--- src/rtl/spm_ctrl_pkg.sv ---
package spm_ctrl_pkg;

  typedef enum logic [2:0] {
    K_NONE, K_LOAD, K_ERASE, K_WRITE, K_LOCK, K_RWW
  } spm_kind_e;

  localparam logic [1:0] OP_ERASE = 2'd0;
  localparam logic [1:0] OP_WRITE = 2'd1;
  localparam logic [1:0] OP_LOCK  = 2'd2;
  localparam logic [1:0] OP_RWW   = 2'd3;

  // bit 4 re-enable, bit 3 lock-set, bit 2 program, bit 1 erase, bit 0 enable
  function automatic spm_kind_e decode_cmd(input logic [4:0] v);
    case (v)
      5'b00001: decode_cmd = K_LOAD;
      5'b00011: decode_cmd = K_ERASE;
      5'b00101: decode_cmd = K_WRITE;
      5'b01001: decode_cmd = K_LOCK;
      5'b10001: decode_cmd = K_RWW;
      default:  decode_cmd = K_NONE;
    endcase
  endfunction

endpackage

--- src/rtl/spm_cmd_arm.sv ---
module spm_cmd_arm
  import spm_ctrl_pkg::*;
#(
  parameter int WINDOW = 4
) (
  input  logic       clk,
  input  logic       rst_n,
  input  logic       wr_en,
  input  logic [4:0] wr_val,
  input  logic       strobe,
  input  logic       busy,
  input  logic       op_done,
  output logic [4:0] ctl_q,
  output spm_kind_e  take_kind
);
  localparam int CW = (WINDOW > 1) ? $clog2(WINDOW) : 1;

  logic [4:0]    ctl_d;
  logic [CW-1:0] cnt_q, cnt_d;
  logic          armed, wr_ok, take;
  spm_kind_e     cur_kind;

  assign cur_kind  = decode_cmd(ctl_q);
  assign armed     = ctl_q[0] & ~busy;
  assign wr_ok     = wr_en & ~busy & (decode_cmd(wr_val) != K_NONE);
  assign take      = strobe & armed & ~wr_ok;
  assign take_kind = take ? cur_kind : K_NONE;

  always_comb begin
    ctl_d = ctl_q;
    cnt_d = cnt_q;
    if (op_done) begin
      ctl_d = '0;
    end else if (busy) begin
      ctl_d = ctl_q;
    end else if (wr_ok) begin
      ctl_d = wr_val;
      cnt_d = CW'(WINDOW - 1);
    end else if (armed) begin
      if (take) begin
        if (cur_kind != K_ERASE && cur_kind != K_WRITE) ctl_d = '0;
      end else if (cnt_q == '0) begin
        ctl_d = '0;
      end else begin
        cnt_d = cnt_q - 1'b1;
      end
    end
  end

  always_ff @(posedge clk or negedge rst_n) begin
    if (!rst_n) begin
      ctl_q <= '0;
      cnt_q <= '0;
    end else begin
      ctl_q <= ctl_d;
      cnt_q <= cnt_d;
    end
  end

  p_legal_ctl_r2: assert property (@(posedge clk) disable iff (!rst_n)
    (ctl_q == '0) || (decode_cmd(ctl_q) != K_NONE));

  p_window_expire_r3: assert property (@(posedge clk) disable iff (!rst_n)
    (armed && !strobe && !wr_en && cnt_q == '0) |=> (ctl_q == '0));

  p_hold_busy_r6: assert property (@(posedge clk) disable iff (!rst_n)
    (busy && !op_done) |=> $stable(ctl_q));

endmodule

--- src/rtl/spm_page_buf.sv ---
module spm_page_buf #(
  parameter int WORDS = 32,
  parameter int DW    = 16
) (
  input  logic                     clk,
  input  logic                     rst_n,
  input  logic                     ld_en,
  input  logic [$clog2(WORDS)-1:0] ld_idx,
  input  logic [DW-1:0]            ld_data,
  input  logic                     fill_ones,
  input  logic [$clog2(WORDS)-1:0] rd_idx,
  output logic [DW-1:0]            rd_data
);
  localparam int IW = $clog2(WORDS);

  logic [DW-1:0] mem_q [WORDS];

  for (genvar i = 0; i < WORDS; i++) begin : g_word
    logic          wen;
    logic [DW-1:0] word_d;
    assign wen = fill_ones | (ld_en & (ld_idx == IW'(i)));
    always_comb begin
      word_d = fill_ones ? '1 : ld_data;
    end
    always_ff @(posedge clk or negedge rst_n) begin
      if (!rst_n)   mem_q[i] <= '1;
      else if (wen) mem_q[i] <= word_d;
    end
  end

  assign rd_data = mem_q[rd_idx];

  p_no_load_on_fill_r10: assert property (@(posedge clk) disable iff (!rst_n)
    fill_ones |-> !ld_en);

endmodule

--- src/rtl/spm_flash_seq.sv ---
module spm_flash_seq
  import spm_ctrl_pkg::*;
#(
  parameter int PAGES      = 128,
  parameter int NRWW_FIRST = 96
) (
  input  logic                     clk,
  input  logic                     rst_n,
  input  spm_kind_e                kind,
  input  logic [$clog2(PAGES)-1:0] page_in,
  input  logic                     fl_done,
  output logic                     fl_req,
  output logic [1:0]               fl_op,
  output logic [$clog2(PAGES)-1:0] fl_page,
  output logic                     busy,
  output logic                     halt,
  output logic                     op_done,
  output logic                     write_done
);
  localparam int PW = $clog2(PAGES);

  logic          pend_q, pend_d;
  logic          req_q, req_d;
  logic          halt_q, halt_d;
  logic [1:0]    op_q, op_d;
  logic [PW-1:0] page_q, page_d;
  logic          launch, page_op;

  assign page_op = (kind == K_ERASE) || (kind == K_WRITE);
  assign launch  = page_op || (kind == K_LOCK) || (kind == K_RWW);
  assign op_done = pend_q & fl_done;

  always_comb begin
    pend_d = pend_q;
    halt_d = halt_q;
    op_d   = op_q;
    page_d = page_q;
    req_d  = 1'b0;
    if (launch) begin
      pend_d = 1'b1;
      req_d  = 1'b1;
      page_d = page_op ? page_in : '0;
      halt_d = page_op && (page_in >= PW'(NRWW_FIRST));
      case (kind)
        K_ERASE: op_d = OP_ERASE;
        K_WRITE: op_d = OP_WRITE;
        K_LOCK:  op_d = OP_LOCK;
        default: op_d = OP_RWW;
      endcase
    end else if (op_done) begin
      pend_d = 1'b0;
      halt_d = 1'b0;
    end
  end

  always_ff @(posedge clk or negedge rst_n) begin
    if (!rst_n) begin
      pend_q <= 1'b0;
      req_q  <= 1'b0;
      halt_q <= 1'b0;
      op_q   <= OP_ERASE;
      page_q <= '0;
    end else begin
      pend_q <= pend_d;
      req_q  <= req_d;
      halt_q <= halt_d;
      op_q   <= op_d;
      page_q <= page_d;
    end
  end

  assign fl_req     = req_q;
  assign fl_op      = op_q;
  assign fl_page    = page_q;
  assign busy       = pend_q;
  assign halt       = halt_q & pend_q;
  assign write_done = op_done & (op_q == OP_WRITE);

  p_req_pulse_r5: assert property (@(posedge clk) disable iff (!rst_n)
    fl_req |=> !fl_req);

  p_page_hold_r5: assert property (@(posedge clk) disable iff (!rst_n)
    (pend_q && !launch) |=> $stable(page_q));

  p_halt_only_busy_r7: assert property (@(posedge clk) disable iff (!rst_n)
    halt |-> (busy && page_q >= PW'(NRWW_FIRST) && op_q <= OP_WRITE));

  p_no_launch_busy_r9: assert property (@(posedge clk) disable iff (!rst_n)
    pend_q |-> !launch);

endmodule

--- src/rtl/spm_ctrl.sv ---
module spm_ctrl
  import spm_ctrl_pkg::*;
#(
  parameter int WORDS      = 32,
  parameter int PAGES      = 128,
  parameter int NRWW_FIRST = 96,
  parameter int WINDOW     = 4,
  parameter int DW         = 16,
  parameter int AW         = 16,
  parameter int IW         = $clog2(WORDS),
  parameter int PW         = $clog2(PAGES)
) (
  input  logic          clk,
  input  logic          rst_n,
  input  logic          ctl_we,
  input  logic [4:0]    ctl_wdata,
  output logic [4:0]    ctl_rdata,
  input  logic          spm_strobe,
  input  logic [AW-1:0] spm_z,
  input  logic [DW-1:0] spm_data,
  input  logic [IW-1:0] buf_rd_idx,
  output logic [DW-1:0] buf_rd_data,
  output logic          fl_req,
  output logic [1:0]    fl_op,
  output logic [PW-1:0] fl_page,
  input  logic          fl_done,
  output logic          busy,
  output logic          cpu_halt
);
  spm_kind_e     take_kind;
  logic          op_done, write_done;
  logic [IW-1:0] word_idx;
  logic [PW-1:0] page_idx;
  logic          unused_z;

  assign word_idx = spm_z[1 +: IW];
  assign page_idx = spm_z[IW+1 +: PW];
  assign unused_z = ^spm_z;

  spm_cmd_arm #(.WINDOW(WINDOW)) u_arm (
    .clk(clk), .rst_n(rst_n),
    .wr_en(ctl_we), .wr_val(ctl_wdata),
    .strobe(spm_strobe), .busy(busy), .op_done(op_done),
    .ctl_q(ctl_rdata), .take_kind(take_kind)
  );

  spm_page_buf #(.WORDS(WORDS), .DW(DW)) u_buf (
    .clk(clk), .rst_n(rst_n),
    .ld_en(take_kind == K_LOAD), .ld_idx(word_idx), .ld_data(spm_data),
    .fill_ones(write_done),
    .rd_idx(buf_rd_idx), .rd_data(buf_rd_data)
  );

  spm_flash_seq #(.PAGES(PAGES), .NRWW_FIRST(NRWW_FIRST)) u_seq (
    .clk(clk), .rst_n(rst_n),
    .kind(take_kind), .page_in(page_idx), .fl_done(fl_done),
    .fl_req(fl_req), .fl_op(fl_op), .fl_page(fl_page),
    .busy(busy), .halt(cpu_halt),
    .op_done(op_done), .write_done(write_done)
  );

endmodule

--- config.mk ---
export PLATFORM = sky130hd
export DESIGN_NAME = spm_ctrl
export DESIGN_NICKNAME = d
export VERILOG_FILES = /design/src/rtl/spm_ctrl_pkg.sv /design/src/rtl/spm_cmd_arm.sv /design/src/rtl/spm_page_buf.sv /design/src/rtl/spm_flash_seq.sv /design/src/rtl/spm_ctrl.sv
export SDC_FILE = /design/constraint.sdc
export NUM_CORES = 1
export LEC_CHECK = 0
export BUFFER_PORTS_ARGS = -buffer_cell sky130_fd_sc_hd__buf_2
export CAP_MARGIN = 20
export CELL_PAD_IN_SITES_DETAIL_PLACEMENT = 0
export CELL_PAD_IN_SITES_GLOBAL_PLACEMENT = 2
export CORE_UTILIZATION = 25
export DETAILED_ROUTE_END_ITERATION = 7
export PLACE_DENSITY_LB_ADDON = 0.15
export SYNTH_ARGS = -nofsm -noshare
export SYNTH_HDL_FRONTEND = slang
export SYNTH_SLANG_ARGS = --single-unit
--- constraint.sdc ---
create_clock -name clk -period 3.15 [get_ports clk]
set_input_delay 0.63 -clock clk [delete_from_list [all_inputs] [get_ports clk]]
set_output_delay 0.63 -clock clk [all_outputs]
set_load 0.01 [all_outputs]
# Word-level counts from Yosys, hierarchy flattened
# Cells that the tools add are included.
# totals
inputBits,47
ff_bits,531
word_cells,209
out_inout_bits,33
# classes
mux,24
bitwise_logic,76
n_reduce_logical,14
add_sub_neg,1
n_eq_ne,53
order_cmp,2
# ops
operator,count
"equality test 5 bit, second input constant",18
binary-select mux 16 bit (select 5 bit),1
"equality test 5 x 4 -> 1 bit, second input constant",10
two-way mux 16 bit,3
bitwise AND 1 bit,40
two-way mux 5 bit,7
bitwise OR 1 bit,32
"equality test 5 x 3 -> 1 bit, second input constant",6
one-hot mux 3 bit (5 select lines),2
"equality test 5 x 2 -> 1 bit, second input constant",4
"equality test 5 x 1 -> 1 bit, second input constant",3
two-way mux 2 bit,4
">= comparator 7 bit, second input constant",1
two-way mux 7 bit,1
"equality test 3 x 2 -> 1 bit, second input constant",2
"equality test 3 bit, second input constant",2
">= comparator 6 bit, second input constant",1
"inequality test 2 x 1 -> 1 bit, second input constant",3
"inequality test 3 x 2 -> 1 bit, second input constant",2
NOT 5 -> 6 bit,1
one-hot mux 2 bit (3 select lines),1
nonzero test 3 bit,2
logical NOT 5 bit,1
AND reduction 5 bit,1
13 further kinds,22

# Longest topological paths before layout
# depth
word_depth,12
depth_mapped,7
ltp_nobuf,5

# By module
# A second synthesis with hierarchy kept.
# hier_totals
hier_cells,2719
hier_area_um2,27801.7
# modules_own_cells
module,cells_each,area_per_inst_um2,n_inst,seq_area_each_um2
spm_page_buf,2609,26665.6,1,13452.9
spm_cmd_arm,61,605.6,1,175.2
spm_flash_seq,48,518.0,1,300.3
spm_ctrl,1,12.5,1,0.0

# Least setup slack after synthesis
# No wires, ideal clock.
# synth_timing
path_type,in2out
start,in buf_rd_idx[0]
end,out buf_rd_data[3]
path_slack_ps,275
t_arrival_ps,2245
path_buffers,2
cell_stages,5
t_required_ps,2520
cell_sequence,clkbuf_1 buf_1 mux4_2 o22ai_1 nor4_1
# synth_via
elab_chain_cells,4
# synth_lines
element,line,rtl
start: declaration,spm_ctrl.sv:21,"input logic [IW-1:0] buf_rd_idx,"
NOT 5 -> 6 bit (not written as such),spm_page_buf.sv:31,assign rd_data = mem_q[rd_idx];
binary-select mux 16 bit (select 5 bit),spm_page_buf.sv:31,
two-way mux 16 bit (not written as such) (2 in a row),spm_page_buf.sv:31,
end: declaration,spm_ctrl.sv:22,"output logic [DW-1:0] buf_rd_data,"
# Every way passes these cells. The select of a mux whose other input is x is not followed.

# Worst setup path in the final report
# layout_timing
start,in buf_rd_idx[0]
end,out buf_rd_data[10]
# Same word-level chain as after synthesis.

==> results_dict.tcl <==
set metrics [dict create \
    n_antenna_cell 0 \
    syn-num-nets 2151 \
    criticalPathCategory "in2out" \
    skew_ns 0.01908 \
    whs_ns 0.2491 \
    cts_buffers 69 \
    drt_iter0_drc 900 \
    p_sw_mw 6.851 \
    grt_pass1_wl_um 128300 \
    power_frac_comb 0.212 \
    tritoncts "built" \
    synth_edf_count 0 \
    first_pass_iters 4 \
    relSlewSlack 0.2872 \
    rsz0062_at_grt "no" \
    core_area_mm2 0.1051 \
    post-route-min-period_ns 3.055 \
    seqPwrFrac 0.481 \
    cts-root-buf "clkbuf_16" \
    path_max_fanout 21 \
    worst_slew_pin_slew_ns 1.069 \
    met1_length_um 41630 \
    p_leak_nw 15.23 \
    synth_most_common_cell "nor2_1" \
    track_usage 0.1634 \
    final-hold-violation-count 0 \
    r2r_cells 5 \
    io_buffers 75 \
    cts_sinks 531 \
    yosysSeqAreaShare 0.5257 \
    intPower_mw 18.25 \
    swShare 0.2729 \
    ant_nets 0 \
    die-area_mm2 0.1073 \
    clock_path_buffers 3 \
    drv_slew 0 \
    cp_top_family "buffers and inverters" \
    wire_per_inst_um 23.81 \
    cp-start-kind "primary input" \
    synth_area_mm2 0.02650 \
    highest_layer "met4" \
    via_count 17182 \
    dr_wl_met2_um 40880 \
    drcViolationCount 0 \
    drive_gt1_frac 0.4602 \
    cts.htree.levels 3 \
    yosys-top-cells-area "dfstp_2, mux2i_1, mux4_2" \
    wl_um 86930 \
    ys_async_sr_fraction 1.000 \
    route.met3.wl_um 2903 \
    worst_ir_drop_vdd_mv 0.3518 \
    place_congestion 0.7230 \
    multi_input_area_mm2 0.01179 \
    cts_setup_buffers 0 \
    rows 119 \
    fp.dieH_um 327.6 \
    clk_pin_slew_worst_paths_ns 0.05 \
    timing.critical_path.depth 7 \
    synth_ff_type "dfstp_2" \
    n_fill_cell 10669 \
    ys_ff_latch 531 \
    maxCapViolCount 0 \
    cp_data_arrival_time_ns 2.42 \
    die-width_um 327.6 \
    critPathMaxStageDelay_ns 0.54 \
    ff_latch_area_mm2 0.01393 \
    antenna_found_initial 2 \
    final-setup-viol-count 0 \
    end_kind "primary output" \
    layout_worst_path_cycle_share 0.9697 \
    crit_slowest_cell "mux4_2" \
    status "finished clean" \
    area_growth_pct 19.71 \
    grt_pass1_vias 18656 \
    holdCritPathClass "in2reg" \
    grt_overflow 0 \
    fin_nets 2262 \
    setup_ws_ns 0.09530 \
    cp_data_required_time_ns 2.52 \
    synthTopCellsByCount "nor2_1, dfstp_2, mux2i_1, clkbuf_1, mux4_2" \
    power.density_mw_per_mm2 791.3 \
    clock_power_share 0.308 \
    synth_top_area_frac 0.5077 \
    initial_core_util 0.2521 \
    yosysUniqueCellTypes 56 \
    clock_latency_ns 0.61 \
    viasPerCell 4.706 \
    fmax_mhz 327.4 \
    place_worst_setup_slack_ns -0.07167 \
    min_path_cells 2 \
    io_pins 80 \
    yosys_warnings 0 \
    avgSynthCellArea_um2 12.60 \
    hpwl_um 52550 \
    worstPathCellList "buf_8 > buf_12 > mux4_2 > o22ai_1 > nor4_1 > buf_4 > buf_2" \
    grt_max_degree 140 \
    synth_top_area_cell "dfstp_2" \
    cp_num_buf_inv 4 \
    syn_inst 2103 \
]
==> layout by cell type (no fill, tap or decap), drive strengths merged, types with 2 or more instances in the layout <==
| master | count |
|---|---|
| o211ai | 9 |
| clkinv | 7 |
| or3b | 3 |
| nor3 | 7 |
| inv | 12 |
| a22o | 7 |
| nor4 | 22 |
| o211a | 2 |
| bufinv | 2 |
| buf | 233 |
| nand3 | 19 |
| a32o | 5 |
| and3 | 5 |
| o21a | 2 |
| mux4 | 128 |
| o22ai | 64 |
| a21oi | 2 |
| nand3b | 4 |
| nand2 | 6 |
| o21ai | 3 |
| nand4 | 6 |
| and2 | 2 |
| a211oi | 2 |
| or3 | 4 |
| a2111oi | 2 |
| dfrtp | 19 |
| mux2i | 512 |
| nand2b | 4 |
| dfstp | 512 |
| clkbuf | 102 |
| nor2 | 537 |
==> metrics by stage <==
stage | util | setup TNS (ns) | cell area (µm²) | cells | power (mW)
global route | 0.3017 | 0 | 31720 | 3651 | 26.62
global placement | 0.2806 | -0.2548 | 29490 | 3533 | 17.24
CTS | 0.3014 | 0 | 31680 | 3650 | 25.53
detailed placement | 0.2806 | -0.2095 | 29490 | 3533 | 17.54
finish | 0.3017 | 0 | 31720 | 3651 | 25.10
floorplan | - | 0 | 26500 | 2103 | 15.71
==> final timing paths <==
check                                             start                            to  slack, ns
max                                       buf_rd_idx[0]               buf_rd_data[10]        0.1
min                                           spm_z[10]  u_seq.fl_page[4]$_DFFE_PN0P_       0.25
max reg2reg                  u_arm.ctl_q[1]$_DFFE_PN0P_  u_buf.mem_q[333]$_DFFE_PN1P_       0.45
min reg2reg                u_seq.fl_page[4]$_DFFE_PN0P_  u_seq.fl_page[4]$_DFFE_PN0P_       0.51
max in group asynchronous                         rst_n  u_buf.mem_q[458]$_DFFE_PN1P_       2.06
min in group asynchronous                         rst_n  u_buf.mem_q[102]$_DFFE_PN1P_       0.41
==> cell type report <==
cell class | count | share of cell area
clock buffers | 102 | 0.06378
clock inverters | 15 | 0.004615
inverters | 7 | 0.0008284
multi-input cells | 1372 | 0.3716
flip-flops and latches | 531 | 0.4391
well taps | 1391 | 0.05487
repair buffers | 233 | 0.06516
==> power groups by stage <==
stage	Sequential, mW	Clock, mW	Combinational (mW)
6_report	12.1	7.73	5.31
3_3_place_gp	12.0	0	5.19
4_1_cts	12.1	8.06	5.41
2_1_floorplan	11.7	0	3.99
3_5_place_dp	12.1	0	5.41
5_1_grt	12.4	8.29	5.94
==> layer usage <==
metal | up-vias | track usage
met2 | 272 | 0.2650
met3 | 99 | 0.02241
met5 | - | 0
li1 | 7685 | -
met1 | 9126 | 0.2291
met4 | 0 | 0.04013
==> registers in the layout, indices dropped and copies added, names as in the netlist <==
register / cells
u_seq.halt_q: 1
u_seq.fl_page: 7
u_arm.ctl_q: 5
u_seq.fl_req: 1
u_arm.cnt_q: 2
u_seq.busy: 1
u_buf.mem_q: 512
u_seq.fl_op: 2
==> cell families after synthesis <==
logic type | share of synthesized area
simple gates | 0.1063
compound gates | 0.02937
fa+ha+maj | 0.0008499
mux | 0.3026
buf+inv | 0.03452
xor+xnor | 0.0006612
flops | 0.5257
==> what timing repair did <==
action / in CTS / in global routing
resized for setup: 4 / 3
hold buffers: 0 / 0
endpoints found under the setup margin: 5 / 3
cloned: 0 / 0
pin swaps: 0 / 0
Power figures use the tool's default switching activity.
